### config.mk
export PLATFORM = sky130hd
export DESIGN_NAME = pfd_tristate
export DESIGN_NICKNAME = d
export VERILOG_FILES = /design/src/rtl/pfd_pkg.sv /design/src/rtl/pfd_edge_sync.sv /design/src/rtl/pfd_core.sv /design/src/rtl/pfd_aux.sv /design/src/rtl/pfd_tristate.sv
export SDC_FILE = /design/constraint.sdc
export NUM_CORES = 1
export LEC_CHECK = 0
export BUFFER_PORTS_ARGS = -buffer_cell sky130_fd_sc_hd__buf_4
export CAP_MARGIN = 20
export CORE_AREA = 5 5 42 44
export CTS_BUF_LIST = sky130_fd_sc_hd__clkbuf_4
export DETAILED_ROUTE_END_ITERATION = 10
export DIE_AREA = 0 0 47 49
export MAX_ROUTING_LAYER = met4
export PLACE_DENSITY = 0.43
export RECOVER_POWER = 50
export SLEW_MARGIN = 30
export SYNTH_ARGS = -nofsm -noshare
export SYNTH_HDL_FRONTEND = slang
export SYNTH_HIERARCHICAL = 1
export SYNTH_SLANG_ARGS = --single-unit
### constraint.sdc
create_clock -name clk -period 1.41 [get_ports clk]
set_input_delay 0.0705 -clock clk [delete_from_list [all_inputs] [get_ports clk]]
set_output_delay 0.0705 -clock clk [all_outputs]
set_load 0.005 [all_outputs]
### src/rtl/pfd_pkg.sv
package pfd_pkg;

  typedef enum logic [1:0] {
    PD_REL = 2'd0,
    PD_UP  = 2'd1,
    PD_DN  = 2'd2
  } pd_state_t;

  // next state of the tri-state comparator from the current state and edge strobes
  function automatic pd_state_t pd_next(input pd_state_t cur, input logic r_edge, input logic f_edge);
    pd_state_t nxt;
    nxt = cur;
    if (r_edge && f_edge) begin
      nxt = PD_REL;
    end else if (r_edge) begin
      nxt = (cur == PD_DN) ? PD_REL : PD_UP;
    end else if (f_edge) begin
      nxt = (cur == PD_UP) ? PD_REL : PD_DN;
    end
    return nxt;
  endfunction

  // next value of the set/reset detector
  function automatic logic sr_next(input logic cur, input logic r_edge, input logic f_edge);
    logic nxt;
    nxt = cur;
    if (r_edge && !f_edge) nxt = 1'b1;
    else if (f_edge && !r_edge) nxt = 1'b0;
    return nxt;
  endfunction

endpackage

### src/rtl/pfd_edge_sync.sv
module pfd_edge_sync #(
  parameter int STAGES = 2
) (
  input  logic clk,
  input  logic rst,
  input  logic din,
  output logic sync,
  output logic rise
);
  localparam int TOP = STAGES - 1;

  logic [TOP:0] chain;
  logic         last;

  generate
    if (STAGES == 1) begin : g_single
      always_ff @(posedge clk) begin
        if (rst) chain <= '0;
        else     chain <= din;
      end
    end else begin : g_multi
      always_ff @(posedge clk) begin
        if (rst) chain <= '0;
        else     chain <= {chain[TOP-1:0], din};
      end
    end
  endgenerate

  always_ff @(posedge clk) begin
    if (rst) last <= 1'b0;
    else     last <= chain[TOP];
  end

  assign sync = chain[TOP];
  assign rise = chain[TOP] & ~last;
endmodule

### src/rtl/pfd_core.sv
module pfd_core
  import pfd_pkg::*;
(
  input  logic clk,
  input  logic rst,
  input  logic r_edge,
  input  logic f_edge,
  output logic drv_en,
  output logic drv_hi,
  output logic released
);
  pd_state_t state;

  always_ff @(posedge clk) begin
    if (rst) state <= PD_REL;
    else     state <= pd_next(state, r_edge, f_edge);
  end

  assign drv_en   = (state != PD_REL);
  assign drv_hi   = (state == PD_UP);
  assign released = (state == PD_REL);
endmodule

### src/rtl/pfd_aux.sv
module pfd_aux
  import pfd_pkg::*;
(
  input  logic clk,
  input  logic rst,
  input  logic r_sync,
  input  logic f_sync,
  input  logic r_edge,
  input  logic f_edge,
  output logic x_out,
  output logic sr_out
);
  logic sr_q;

  always_ff @(posedge clk) begin
    if (rst) sr_q <= 1'b0;
    else     sr_q <= sr_next(sr_q, r_edge, f_edge);
  end

  assign x_out  = r_sync ^ f_sync;
  assign sr_out = sr_q;
endmodule

### src/rtl/pfd_tristate.sv
module pfd_tristate #(
  parameter int SYNC_STAGES = 2
) (
  input  logic clk,
  input  logic rst,
  input  logic ref_in,
  input  logic fb_in,
  output logic err_oe,
  output logic err_lvl,
  output logic lock_pulse,
  output logic xor_err,
  output logic sr_err
);
  // named internal events, visible to the bound checker
  logic ref_sync, fb_sync;
  logic ref_rise, fb_rise;

  pfd_edge_sync #(.STAGES(SYNC_STAGES)) u_ref_sync (
    .clk(clk), .rst(rst), .din(ref_in), .sync(ref_sync), .rise(ref_rise)
  );

  pfd_edge_sync #(.STAGES(SYNC_STAGES)) u_fb_sync (
    .clk(clk), .rst(rst), .din(fb_in), .sync(fb_sync), .rise(fb_rise)
  );

  pfd_core u_core (
    .clk(clk), .rst(rst), .r_edge(ref_rise), .f_edge(fb_rise),
    .drv_en(err_oe), .drv_hi(err_lvl), .released(lock_pulse)
  );

  pfd_aux u_aux (
    .clk(clk), .rst(rst), .r_sync(ref_sync), .f_sync(fb_sync),
    .r_edge(ref_rise), .f_edge(fb_rise), .x_out(xor_err), .sr_out(sr_err)
  );
endmodule

Word level (Yosys, flattened, before mapping)
Index checks and enable logic that the tools add are counted.
W data, S select, Z words.
- output and inout port bits: 5
- logic and storage cells: 29
- input bits: 4
- register bits after elaboration: 9
- bitwise gates (word level): 5
- equal/unequal tests: 2
- reduce and logical (&&, ||, !) cells: 10
- mux-type cells: 6
- operator list (cell ; count):
    $mux W2 ; 3
    $reduce_bool A2 Y1 ; 3
    $logic_and A1 B1 Y1 ; 3
    $mux W1 ; 3
    $and A1 B1 Y1 ; 2
    $eq A2 B1 Y1 const B ; 1
    $eq A2 B2 Y1 const B ; 1
    $logic_not A1 Y1 ; 2
    $logic_not A2 Y1 ; 1
    $not A1 Y1 ; 2
    $reduce_or A2 Y1 ; 1
    $xor A1 B1 Y1 ; 1

Depth between registers and ports, before layout
Gate-level depths: netlist (run 1).
- depth in word-level cells: 6
- depth in mapped cells: 5
- depth with buffers taken out: 5

Cells and area by module
Netlist (run 1), hierarchy kept.
- by module, submodules not included (module ; area an instance (µm²) ; instances ; cells an instance):
    pfd_edge_sync ; 87.6 ; 2 ; 7
    pfd_core ; 91.3 ; 1 ; 11
    pfd_aux ; 58.8 ; 1 ; 6

Worst setup path before layout (run 1)
No wires, ideal clock.
- kind: register -> register
- start: register u_fb_sync.chain[1]
- end: register u_aux.sr_q (netlist: u_aux/sr_out)
- data arrival time: 1.007 ns
- cell stages (with the launch flop): 6
- required time: 1.296 ns
- path buffers: 0
- path slack: 0.288 ns
- library setup time: 0.114 ns
- cell sequence: dfxtp_1 nor2b_2 inv_1 ha_1 mux2i_1 nor2_1
- cells in the longest elaborated chain, start to end: 4
- elaborated cells on any way between the ends: 6
- classes of those cells: mux (1); bitwise (1); reduce/logical (4)
- RTL lines (what ; RTL line ; source):
    from (decl) ; pfd_edge_sync.sv:12 ; logic [TOP:0] chain;
    from (signal assigned) ; pfd_edge_sync.sv:24 ; else chain <= {chain[TOP-1:0], din};
    $and A1 B1 Y1 (*) ; pfd_edge_sync.sv:35 ; assign rise = chain[TOP] & ~last;
    named net fb_rise ; pfd_tristate.sv:16 ; logic ref_rise, fb_rise;
    $logic_not A1 Y1 ; pfd_pkg.sv:27 ; if (r_edge && !f_edge) nxt = 1'b1;
    $logic_and A1 B1 Y1 ; pfd_pkg.sv:27 ;
    $mux W1 / $reduce_bool A2 Y1 (equally long branches) ; - ;
    to (signal assigned) ; pfd_aux.sv:17 ; else sr_q <= sr_next(sr_q, r_edge, f_edge);
    to (decl) ; pfd_aux.sv:13 ; logic sr_q;
Mark *: on every way through the listed nets, which the timed path passes. The rest lies on a longest branch.
A chain may end at the register's enable or synchronous reset.

Worst setup path after layout (run 1)
Ends and elaborated chain as after synthesis.

==> out/results.env, run 1 <==
RSZ0062_AT_GRT='no'
DRT-WIRELENGTH-PER-CELL_UM=8.22
CP_DATA_ARRIVAL_TIME_PS=1330
POSTROUTEWIRELENGTH_UM=485
SETUP_SLACK_AT_PLACEMENT_PS=214
WL_MET3_UM=61
GPL.FINAL_WEIGHTED_CONGESTION=0.586
VIAS_IN_THE_FIRST_GLOBAL_ROUTE=233
FINAL.FILL_COUNT=156
CTS_HOLD_REPAIR.BUFFERS=0
CTS_SETUP_BUFFERS=0
POWER.NET_SWITCHING_mW=0.104
CORE_AREA_UM2=1400
FINAL-SEQ-AREA_UM2=180
SKEW_PS=2.58
GRT_FIRST_PASS_WIRELENGTH_UM=841
DPL_WIRE_LENGTH_UM=385
SYNTHESIS.NETS=36
CLOCK_POWER_SHARE_PCT=39.8
TRITONCTS_NUM_SINKS=9
FINISH.INSTANCE_AREA_UM2=435
DETAILROUTE.VIA_COUNT=228
GROUTE.USAGE.OVERALL_PCT=5.58
IO_BUFFERS=8
TOP_SIGNAL_LAYER_USED='met4'
DRT-VIAS-PER-INSTANCE=3.86
START_UTIL_PCT=23.2
ANTENNADIODECOUNT=0
SYNTHESIZED_AREA_PER_CELL_UM2=10.5
INITIAL_ANTENNA_VIOLATION_COUNT=0
LAYOUT_SETUP_WS_PS=225
TOTAL_CONGESTION_OVERFLOW=0
SYNTH_CELLS=31
CTS.PATH.MAX_BUFFERS=2
FIRST_PASS_ITERS=1
MOSTFREQUENTLAYOUTCELLS='dfxtp_1, nor2b_1, clkbuf_4'
HOLD_VIOL_FINAL=0
MAX_SLEW.WORST_PIN.SLEW_PS=114
NUMBER_OF_PORTS_PLACED_ON_THE_DIE_BOUNDARY=9
AREA.GROWTH.SYNTH_TO_FINAL_PCT=33.8
REGISTER_BIT_COUNT_REPORTED_BY_YOSYS=9
PLACEDINSTANCEAREA_UM2=405
POWER.SEQUENTIAL.FRACTION_PCT=51.3
FIRST_ITER_VIOLATIONS=0
CP-END-KIND='flop'
CTS-RESIZED-GATES=0
TOTAL_LEAKAGE_POWER_nW=0.210
SYNTH.CELL_AREA_UM2=325
CLK_LATENCY_PS=250
POWER_REPORT.INTERNAL_TOTAL_mW=0.421
YOSYSTOPAREACELL='dfxtp_1'
FLOORPLAN.ROWS=14
LAYOUT_WORST_PATH_CYCLE_SHARE_PCT=84.1
SETUP_VIOLATIONS=0
CTS-BUFFERS-INSERTED=3
RUN_STATUS='finished, final reports clean'
IR_WORST_VDD_V=0.000512
YOSYSWARNINGS=6
MULTI_INPUT_COMB_AREA_UM2=138
DIE_W_UM=47
SYNTH.TOP_CELLS.BY_AREA='dfxtp_1, nor2b_1, nor2b_2, nor2_1, o21a_1'
MET2ROUTEDLENGTH_UM=227
CRITICALPATHCATEGORY='flop to flop'
FINALNONFILLERCELLS=59
PNR_TOTAL_POWER_mW=0.526
TRITONCTS='yes'
LAYOUT_CELL_SHARE_WITH_DRIVE_STRENGTH_BEYOND_1_PCT=34.9
CLOCK_PERIOD_MINUS_WORST_SLACK_PS=1190
YOSYSSEQAREASHARE_PCT=55.4
MAX_FREQ_MHz=844
CRITPATHREQUIREDTIME_PS=1560
REPORT.FINAL.SLEW_VIOL_COUNT=0
PWR_DENSITY_CELL_nW_PER_UM2=1210
ANT_NETS=0
HOLD_PATH_CLASS='input pin to flop'
DIE-AREA_UM2=2300
MOSTFREQUENTLAYOUTCELL='dfxtp_1'
NUM-NETS-FINAL=49
GRT_START_MAX_NET_PINS=10
COMBINATIONALPOWERSHARE_PCT=8.9
WL_MET1_UM=190
SETUP_TNS_PS=0
DRT_DRC_VIOLATIONS_LEFT=0
NET_SW_SHARE_PCT=19.8
DIE_Y_UM=49
START_KIND='flop'
CTS.CLK_SLEW.WORST_PATHS_PS=60
CRITICAL_PATH.MAX_FANOUT=3
SYNTH_LARGEST_TYPE_AREA_FRACTION_PCT=55.4
HTREE_NUM_LEVELS=1
DP.CELLS=55
MAX_TRANSITION_MARGIN_PCT=92.2
MAXCAPVIOLCOUNT=0
CLOCK_TREE.ROOT_CELL='clkbuf_4'
YOSYS.CELL_TYPES.COUNT=10
## kinds of logic after synthesis
family / Yosys count / synth area share [%]
simple gates: 15 / 28.1
fa+ha+maj: 1 / 3.85
mux: 1 / 3.08
xor+xnor: 1 / 2.69
buf+inv: 2 / 2.31
compound gates: 2 / 4.61
flops: 9 / 55.4
## cell usage after synthesis
cell type  number
ha_1            1
o21a_1          2
and2b_2         1
dfxtp_1         9
inv_1           2
nor2b_2         2
nor2b_1         8
mux2i_1         1
nor2_1          4
xor2_1          1
## sequential cells by signal (all words and copies together) (netlist names)
| name | count |
|---|---|
| u_fb_sync/chain | 2 |
| u_aux/sr_out | 1 |
| u_core/state | 2 |
| u_ref_sync/chain | 2 |
| u_fb_sync/last | 1 |
| u_ref_sync/last | 1 |
## path summary, 6_finish.rpt
check | to | slack (ps) | cells past startpoint | from
setup / recovery | u_aux/sr_out$_SDFFE_PP0P_ | 220 | 5 | u_fb_sync/chain[1]$_SDFF_PP0_
hold / removal | u_fb_sync/chain[0]$_SDFF_PP0_ | 50 | 2 | rst
setup reg to reg | u_aux/sr_out$_SDFFE_PP0P_ | 220 | 5 | u_fb_sync/chain[1]$_SDFF_PP0_
hold reg to reg | u_fb_sync/chain[1]$_SDFF_PP0_ | 440 | 1 | u_fb_sync/chain[0]$_SDFF_PP0_
## stage by stage
step / util, % / hold WS, ps
global route: 31.1 / 51.9
CTS: 31.1 / 21.1
global placement: 28.9 / 287
floorplan: - / 142
detailed placement: 28.9 / 286
finish: 31.1 / 47.9
## critical path, stage by stage (launching register included)
cell and delay, ps:
dfxtp_1 350, nor2b_2 190, inv_1 60, ha_1 280, mux2i_1 170, nor2_1 50
## power by group through the flow
stage	Sequential (mW)	Combinational (mW)	Clock, mW
finish	0.270	0.0468	0.209
global route	0.271	0.0529	0.238
CTS	0.270	0.0486	0.222
detailed placement	0.276	0.0486	0
global placement	0.275	0.0473	0
floorplan	0.275	0.0229	0
## final cells by class
cell class / instances / share of cell area (%)
Tap cell: 16 / 4.60
Clock buffer: 4 / 6.90
Inverter: 2 / 1.72
Timing Repair Buffer: 8 / 13.8
Sequential cell: 9 / 41.4
Multi-Input combinational cell: 20 / 31.6
## routing by layer
metal  vias up  GRT usage, %
li1        121             -
met1        98          4.88
met2         7          7.69
met3         2          3.32
met4         0          5.53
met5         -             -
Note: power is estimated with default switching activity, not from simulation.
==> run 2: changes to the inputs <==
==> constraint.sdc (replaced) <==
create_clock -name clk -period 1.2 [get_ports clk]
set_input_delay 0.06 -clock clk [delete_from_list [all_inputs] [get_ports clk]]
set_output_delay 0.06 -clock clk [all_outputs]
set_load 0.005 [all_outputs]
==> out/results.env, run 2 (same netlist as run 1, synthesis figures left out) <==
FLOORPLAN.ROWS=14  # unchanged
START_KIND='flop'
MAX_FREQ_MHz=882  # +4.6%
REPORT.FINAL.SLEW_VIOL_COUNT=0  # unchanged
IR_WORST_VDD_V=0.000569  # +11%
CLOCK_PERIOD_MINUS_WORST_SLACK_PS=1130  # -52.0 ps
MAX_SLEW.WORST_PIN.SLEW_PS=212  # +98.3 ps
LAYOUT_TOP_REGISTERS='u_core/state (2), u_fb_sync/chain (2), u_ref_sync/chain (2)'
CTS.CLK_SLEW.WORST_PATHS_PS=60  # about the same
CLOCK_TREE.ROOT_CELL='clkbuf_4'
LAYOUT_WORST_PATH_CYCLE_SHARE_PCT=94.4  # +10 points
R2R_START='u_ref_sync/chain[1]$_SDFF_PP0_'
CLK_LATENCY_PS=250  # about the same
CORE_AREA_UM2=1400  # unchanged
WORSTHOLDPATHCELLS=2  # unchanged
HOLD_VIOL_FINAL=0  # unchanged
NUMBER_OF_PORTS_PLACED_ON_THE_DIE_BOUNDARY=9  # unchanged
GROUTE.USAGE.OVERALL_PCT=5.58  # unchanged
LAYOUT_CELL_SHARE_WITH_DRIVE_STRENGTH_BEYOND_1_PCT=40.9  # +6.0 points
INITIAL_ANTENNA_VIOLATION_COUNT=0  # unchanged
R2R_SETUP_SLACK_PS=70  # -160 ps
SETUP_VIOLATIONS=0  # unchanged
HOLD_PATH_CLASS='input pin to flop'
VIAS_IN_THE_FIRST_GLOBAL_ROUTE=243  # +4.3%
NUM-NETS-FINAL=50  # +2.0%
HTREE_NUM_LEVELS=1  # unchanged
ANT_NETS=0  # unchanged
CRITICAL_PATH.MAX_FANOUT=3  # unchanged
CRITPATHREQUIREDTIME_PS=1350  # -210 ps
IO_BUFFERS=8  # unchanged
AREA.GROWTH.SYNTH_TO_FINAL_PCT=41.9
DRT-WIRELENGTH-PER-CELL_UM=8.83  # +7.5%
PWR_DENSITY_CELL_nW_PER_UM2=1350  # +12%
MAX_TRANSITION_MARGIN_PCT=85.8  # -6.4 points
CTS.PATH.MAX_BUFFERS=2  # unchanged
PNR_TOTAL_POWER_mW=0.624  # +19%
TRITONCTS_NUM_SINKS=9  # unchanged
CRITICALPATHCATEGORY='flop to flop'
RUN_STATUS='finished, final reports clean'
GPL.FINAL_WEIGHTED_CONGESTION=0.612  # +4.4%
TOTAL_CONGESTION_OVERFLOW=0  # unchanged
CP_DATA_ARRIVAL_TIME_PS=1280  # -50 ps
RR_WORST_DEPTH=4  # -1
DIE_W_UM=47  # unchanged
GRT_START_MAX_NET_PINS=10  # unchanged
DRT-VIAS-PER-INSTANCE=4.00  # +3.5%
DIE_Y_UM=49  # unchanged
MOSTFREQUENTLAYOUTCELLS='dfxtp_1, nor2b_1, buf_4'
CRIT-REG2REG-CAPTURE='u_aux/sr_out$_SDFFE_PP0P_'
DETAILROUTE.VIA_COUNT=240  # +5.3%
TOTAL_LEAKAGE_POWER_nW=0.218  # +3.7%
SETUP_TNS_PS=0  # unchanged
CTS-BUFFERS-INSERTED=3  # unchanged
CP-END-KIND='flop'
FIRST_PASS_ITERS=1  # unchanged
FIRST_ITER_VIOLATIONS=0  # unchanged
DIE-AREA_UM2=2300  # unchanged
GRT_FIRST_PASS_WIRELENGTH_UM=841  # unchanged
DRT_DRC_VIOLATIONS_LEFT=0  # unchanged
HOLD_PATH.STARTPOINT='fb_in'
CTS_HOLD_REPAIR.BUFFERS=0  # unchanged
POSTROUTEWIRELENGTH_UM=530  # +9.3%
MAXCAPVIOLCOUNT=0  # unchanged
ANTENNADIODECOUNT=0  # unchanged
HOLD_END='u_fb_sync/chain[0]$_SDFF_PP0_'
SKEW_PS=2.33  # -0.246 ps
TRITONCTS='yes'
START_UTIL_PCT=23.2  # unchanged
run 2: worst max-delay path, stage by stage (launching register included):
cell and delay [ps]:
dfxtp_1 360, nor2b_2 260, ha_4 240, mux2i_1 140, nor2_1 50
run 2: routing by layer:
metal	track usage, %	up-vias	share of wire [%]
li1	-	122	-
met1	4.66	109	37
met2	7.92	7	50
met3	3.32	2	12
met4	5.53	0	1.1
met5	-	-	0
run 2: worst max-delay path by stage:
stage	to	depth (start not counted)	slack, ps	from
5_1_grt	u_aux/sr_out$_SDFFE_PP0P_	4	-30	u_ref_sync/chain[1]$_SDFF_PP0_
3_5_place_dp	u_aux/sr_out$_SDFFE_PP0P_	5	10	u_fb_sync/chain[1]$_SDFF_PP0_
3_3_place_gp	u_aux/sr_out$_SDFFE_PP0P_	5	10	u_fb_sync/chain[1]$_SDFF_PP0_
6_report	u_aux/sr_out$_SDFFE_PP0P_	4	70	u_ref_sync/chain[1]$_SDFF_PP0_
2_1_floorplan	u_aux/sr_out$_SDFFE_PP0P_	5	80	u_fb_sync/chain[1]$_SDFF_PP0_
4_1_cts	u_aux/sr_out$_SDFFE_PP0P_	5	10	u_fb_sync/chain[1]$_SDFF_PP0_
run 2: power breakdown:
part,internal (mW),total (mW),switching [mW]
logic,0.0389,0.0619,0.0230
registers,0.311,0.317,0.00634
clock network,0.150,0.244,0.0944
run 2: area by class of cell:
type	count	area, um2
fill	158	940
inverter	2	7.51
sequential	9	181
multi-input combinational	20	155
tap	16	20.0
clock buffer	4	30.0
timing repair buffer	9	67.6
run 2: metrics by stage:
step	cell area, um2	std cells	worst slack (ps)	hold slack [ps]	utilization (%)
CTS	440	59	14.2	10.8	31.4
global route	462	60	-31.0	32.9	32.9
floorplan	325	31	78.3	132	-
finish	462	60	66.6	20.5	32.9
detailed placement	405	55	13.4	278	28.9
global placement	405	55	9.79	277	28.9
run 2: repair_timing:
action,4_1_cts,5_1_grt
setup buffers,0,1
gates resized for setup,1,2
endpoints found under the setup margin,1,1
==> run 3: changes to the inputs <==
--- a/config.mk
+++ b/config.mk
@@ -7,12 +7,14 @@
 export LEC_CHECK = 0
 export BUFFER_PORTS_ARGS = -buffer_cell sky130_fd_sc_hd__buf_4
 export CAP_MARGIN = 20
+export CELL_PAD_IN_SITES_DETAIL_PLACEMENT = 1
+export CELL_PAD_IN_SITES_GLOBAL_PLACEMENT = 2
 export CORE_AREA = 5 5 42 44
 export CTS_BUF_LIST = sky130_fd_sc_hd__clkbuf_4
 export DETAILED_ROUTE_END_ITERATION = 10
 export DIE_AREA = 0 0 47 49
 export MAX_ROUTING_LAYER = met4
-export PLACE_DENSITY = 0.43
+export PLACE_DENSITY = 0.63
 export RECOVER_POWER = 50
 export SLEW_MARGIN = 30
 export SYNTH_ARGS = -nofsm -noshare
==> out/results.env, run 3 (same netlist as run 1, synthesis figures left out) <==
GRT_START_MAX_NET_PINS=10  # unchanged
CRITICAL_PATH.MAX_FANOUT=3  # unchanged
VIAS_IN_THE_FIRST_GLOBAL_ROUTE=208  # -14%
START_UTIL_PCT=23.2  # unchanged
POWER.SEQUENTIAL.FRACTION_PCT=51.7  # +0.8 points
START_KIND='flop'
DETAILROUTE.VIA_COUNT=233  # -2.9%
RSZ0062_AT_GRT='no'
SETUP_TNS_PS=0  # unchanged
TOP_SIGNAL_LAYER_USED='met4'
SETUP_SLACK_AT_PLACEMENT_PS=60.9  # +47.5 ps
AREA.GROWTH.SYNTH_TO_FINAL_PCT=37.3
MAXCAPVIOLCOUNT=0  # unchanged
CRITICALPATHCATEGORY='flop to flop'
WL_MET3_UM=65  # +6.6%
CP-END-KIND='flop'
CRITICAL_PATH_CELL_BY_CELL='nor2b_4 -> inv_1 -> ha_1 -> mux2i_1 -> nor2_1'
NUM-NETS-FINAL=50  # unchanged
LAYOUT_CELL_SHARE_WITH_DRIVE_STRENGTH_BEYOND_1_PCT=38.6  # -2.3 points
SETUP_VIOLATIONS=0  # unchanged
GROUTE.USAGE.OVERALL_PCT=6.21  # +0.64 points
DRT-WIRELENGTH-PER-CELL_UM=9.42  # +6.6%
INITIAL_ANTENNA_VIOLATION_COUNT=0  # unchanged
RUN_STATUS='finished, final reports clean'
DRT_DRC_VIOLATIONS_LEFT=0  # unchanged
DRT-VIAS-PER-INSTANCE=3.88  # -2.9%
FINAL-SEQ-AREA_UM2=181  # unchanged
LAYOUT_WORST_PATH_CYCLE_SHARE_PCT=93.3  # -1.2 points
MOSTFREQUENTLAYOUTCELLS='dfxtp_1, nor2b_1, buf_4'
REPORT.FINAL.SLEW_VIOL_COUNT=0  # unchanged
DIE_Y_UM=49  # unchanged
DIE_W_UM=47  # unchanged
NUMBER_OF_PORTS_PLACED_ON_THE_DIE_BOUNDARY=9  # unchanged
DIE-AREA_UM2=2300  # unchanged
MULTI_INPUT_COMB_AREA_UM2=143  # -8.1%
MAX_TRANSITION_MARGIN_PCT=92.1  # +6.3 points
CLK_LATENCY_PS=260  # about the same
TOTAL_LEAKAGE_POWER_nW=0.217  # -0.55%
MAX_FREQ_MHz=893  # +1.2%
LAYOUT_TOP_REGISTERS='u_core/state (2), u_fb_sync/chain (2), u_ref_sync/chain (2)'
NET_SW_SHARE_PCT=23.3  # +3.4 points
LIBRARY_CELL_CONTRIBUTING_THE_LARGEST_SINGLE_DELAY_ON_THE_CRITICAL_PATH='dfxtp_2'
GPL.FINAL_WEIGHTED_CONGESTION=0.610  # -0.42%
MET2ROUTEDLENGTH_UM=236  # -12%
POSTROUTEWIRELENGTH_UM=565  # +6.6%
SKEW_PS=7.24  # +4.90 ps
WL_MET1_UM=246  # +27%
FLOORPLAN.ROWS=14  # unchanged
GRT_FIRST_PASS_WIRELENGTH_UM=869  # +3.3%
CRITICAL-PATH-MAX-STAGE-DELAY_PS=320  # -40 ps
IO_BUFFERS=8  # unchanged
PWR_DENSITY_CELL_nW_PER_UM2=1370  # +1.7%
COMBINATIONALPOWERSHARE_PCT=9.7  # -0.2 points
CP_DATA_ARRIVAL_TIME_PS=1270  # about the same
CRITPATHREQUIREDTIME_PS=1360  # about the same
TRITONCTS_NUM_SINKS=9  # unchanged
IR_WORST_VDD_V=0.000508  # -11%
POWER.NET_SWITCHING_mW=0.143  # +15%
CTS.CLK_SLEW.WORST_PATHS_PS=70  # about the same
HOLD_PATH_CLASS='input pin to flop'
ANT_NETS=0  # unchanged
HOLD_VIOL_FINAL=0  # unchanged
CLOCK_POWER_SHARE_PCT=38.6  # -0.6 points
FIRST_ITER_VIOLATIONS=1  # +1
CLOCK_TREE.ROOT_CELL='clkbuf_4'
CTS.PATH.MAX_BUFFERS=2  # unchanged
POWER_REPORT.INTERNAL_TOTAL_mW=0.471  # -5.8%
CTS-BUFFERS-INSERTED=3  # unchanged
TRITONCTS='yes'
CTS_HOLD_REPAIR.BUFFERS=0  # unchanged
HTREE_NUM_LEVELS=1  # unchanged
CORE_AREA_UM2=1400  # unchanged
FINAL.FILL_COUNT=176  # +11%
CLOCK_PERIOD_MINUS_WORST_SLACK_PS=1120  # -13.9 ps
FIRST_PASS_ITERS=2  # +1
LAYOUT_SETUP_WS_PS=80.6  # +13.9 ps
TOTAL_CONGESTION_OVERFLOW=0  # unchanged
CTS_SETUP_BUFFERS=0  # unchanged
ANTENNADIODECOUNT=0  # unchanged
MAX_SLEW.WORST_PIN.SLEW_PS=115  # -97.4 ps
## run 3: changes by cell type in the layout (fill, tap and decap cells not counted)
cell / change
clkbuf_4: -1
clkinv_2: +1
ha_1: +1
ha_4: -1
## run 3: path summary, 6_finish.rpt
| path | startpoint | endpoint | slack (ps) | cells after the start |
|---|---|---|---|---|
| max | u_fb_sync/chain[1]$_SDFF_PP0_ | u_aux/sr_out$_SDFFE_PP0P_ | 80 | 5 |
| min reg2reg | u_fb_sync/chain[0]$_SDFF_PP0_ | u_fb_sync/chain[1]$_SDFF_PP0_ | 440 | 1 |
| min | ref_in | u_ref_sync/chain[0]$_SDFF_PP0_ | 4 | 2 |
| max reg2reg | u_fb_sync/chain[1]$_SDFF_PP0_ | u_aux/sr_out$_SDFFE_PP0P_ | 80 | 5 |
## run 3: metrics by stage
| stage | total power, mW | util [%] | instance area, um2 | instances | hold WS (ps) |
|---|---|---|---|---|---|
| floorplan | 0.349 | - | 325 | 31 | 132 |
| global placement | 0.382 | 29.5 | 413 | 56 | 273 |
| detailed placement | 0.384 | 29.5 | 413 | 56 | 286 |
| CTS | 0.623 | 31.4 | 440 | 60 | 5.66 |
| global route | 0.645 | 31.9 | 447 | 60 | 12.9 |
| finish | 0.613 | 31.9 | 447 | 60 | 3.93 |
## run 3: power by group through the flow
stage,Combinational (mW),Sequential (mW),Clock (mW)
after floorplan,0.0269,0.323,0
after global placement,0.0585,0.323,0
after detailed placement,0.0600,0.324,0
after CTS,0.0601,0.317,0.246
after global routing,0.0646,0.319,0.262
final,0.0593,0.317,0.237
## run 3: final cells by class
type / instances / area share (%)
tap: 16 / 4.48
clock inverter: 1 / 1.12
inverter: 2 / 1.68
clock buffer: 3 / 5.04
timing repair buffer: 9 / 15.1
multi-input combinational: 20 / 31.9
sequential: 9 / 40.6
## run 3: repair_timing
action / CTS / global route
endpoints found under the hold margin: 0 / 0
resized for setup: 0 / 2
endpoints found under the setup margin: 0 / 1
## run 3: metal layers
metal / global-route usage, % / up-vias
li1: - / 121
met1: 6.39 / 100
met2: 6.79 / 10
met3: 4.43 / 2
met4: 6.91 / 0
met5: - / -
## run 3: worst max-delay path, delay by kind of cell (launching register included)
family / cells / cell delay (ps)
and+or+nand+nor: 2 / 190
adders and majority gates: 1 / 280
muxes: 1 / 170
buffers and inverters: 1 / 50
DFF: 1 / 320
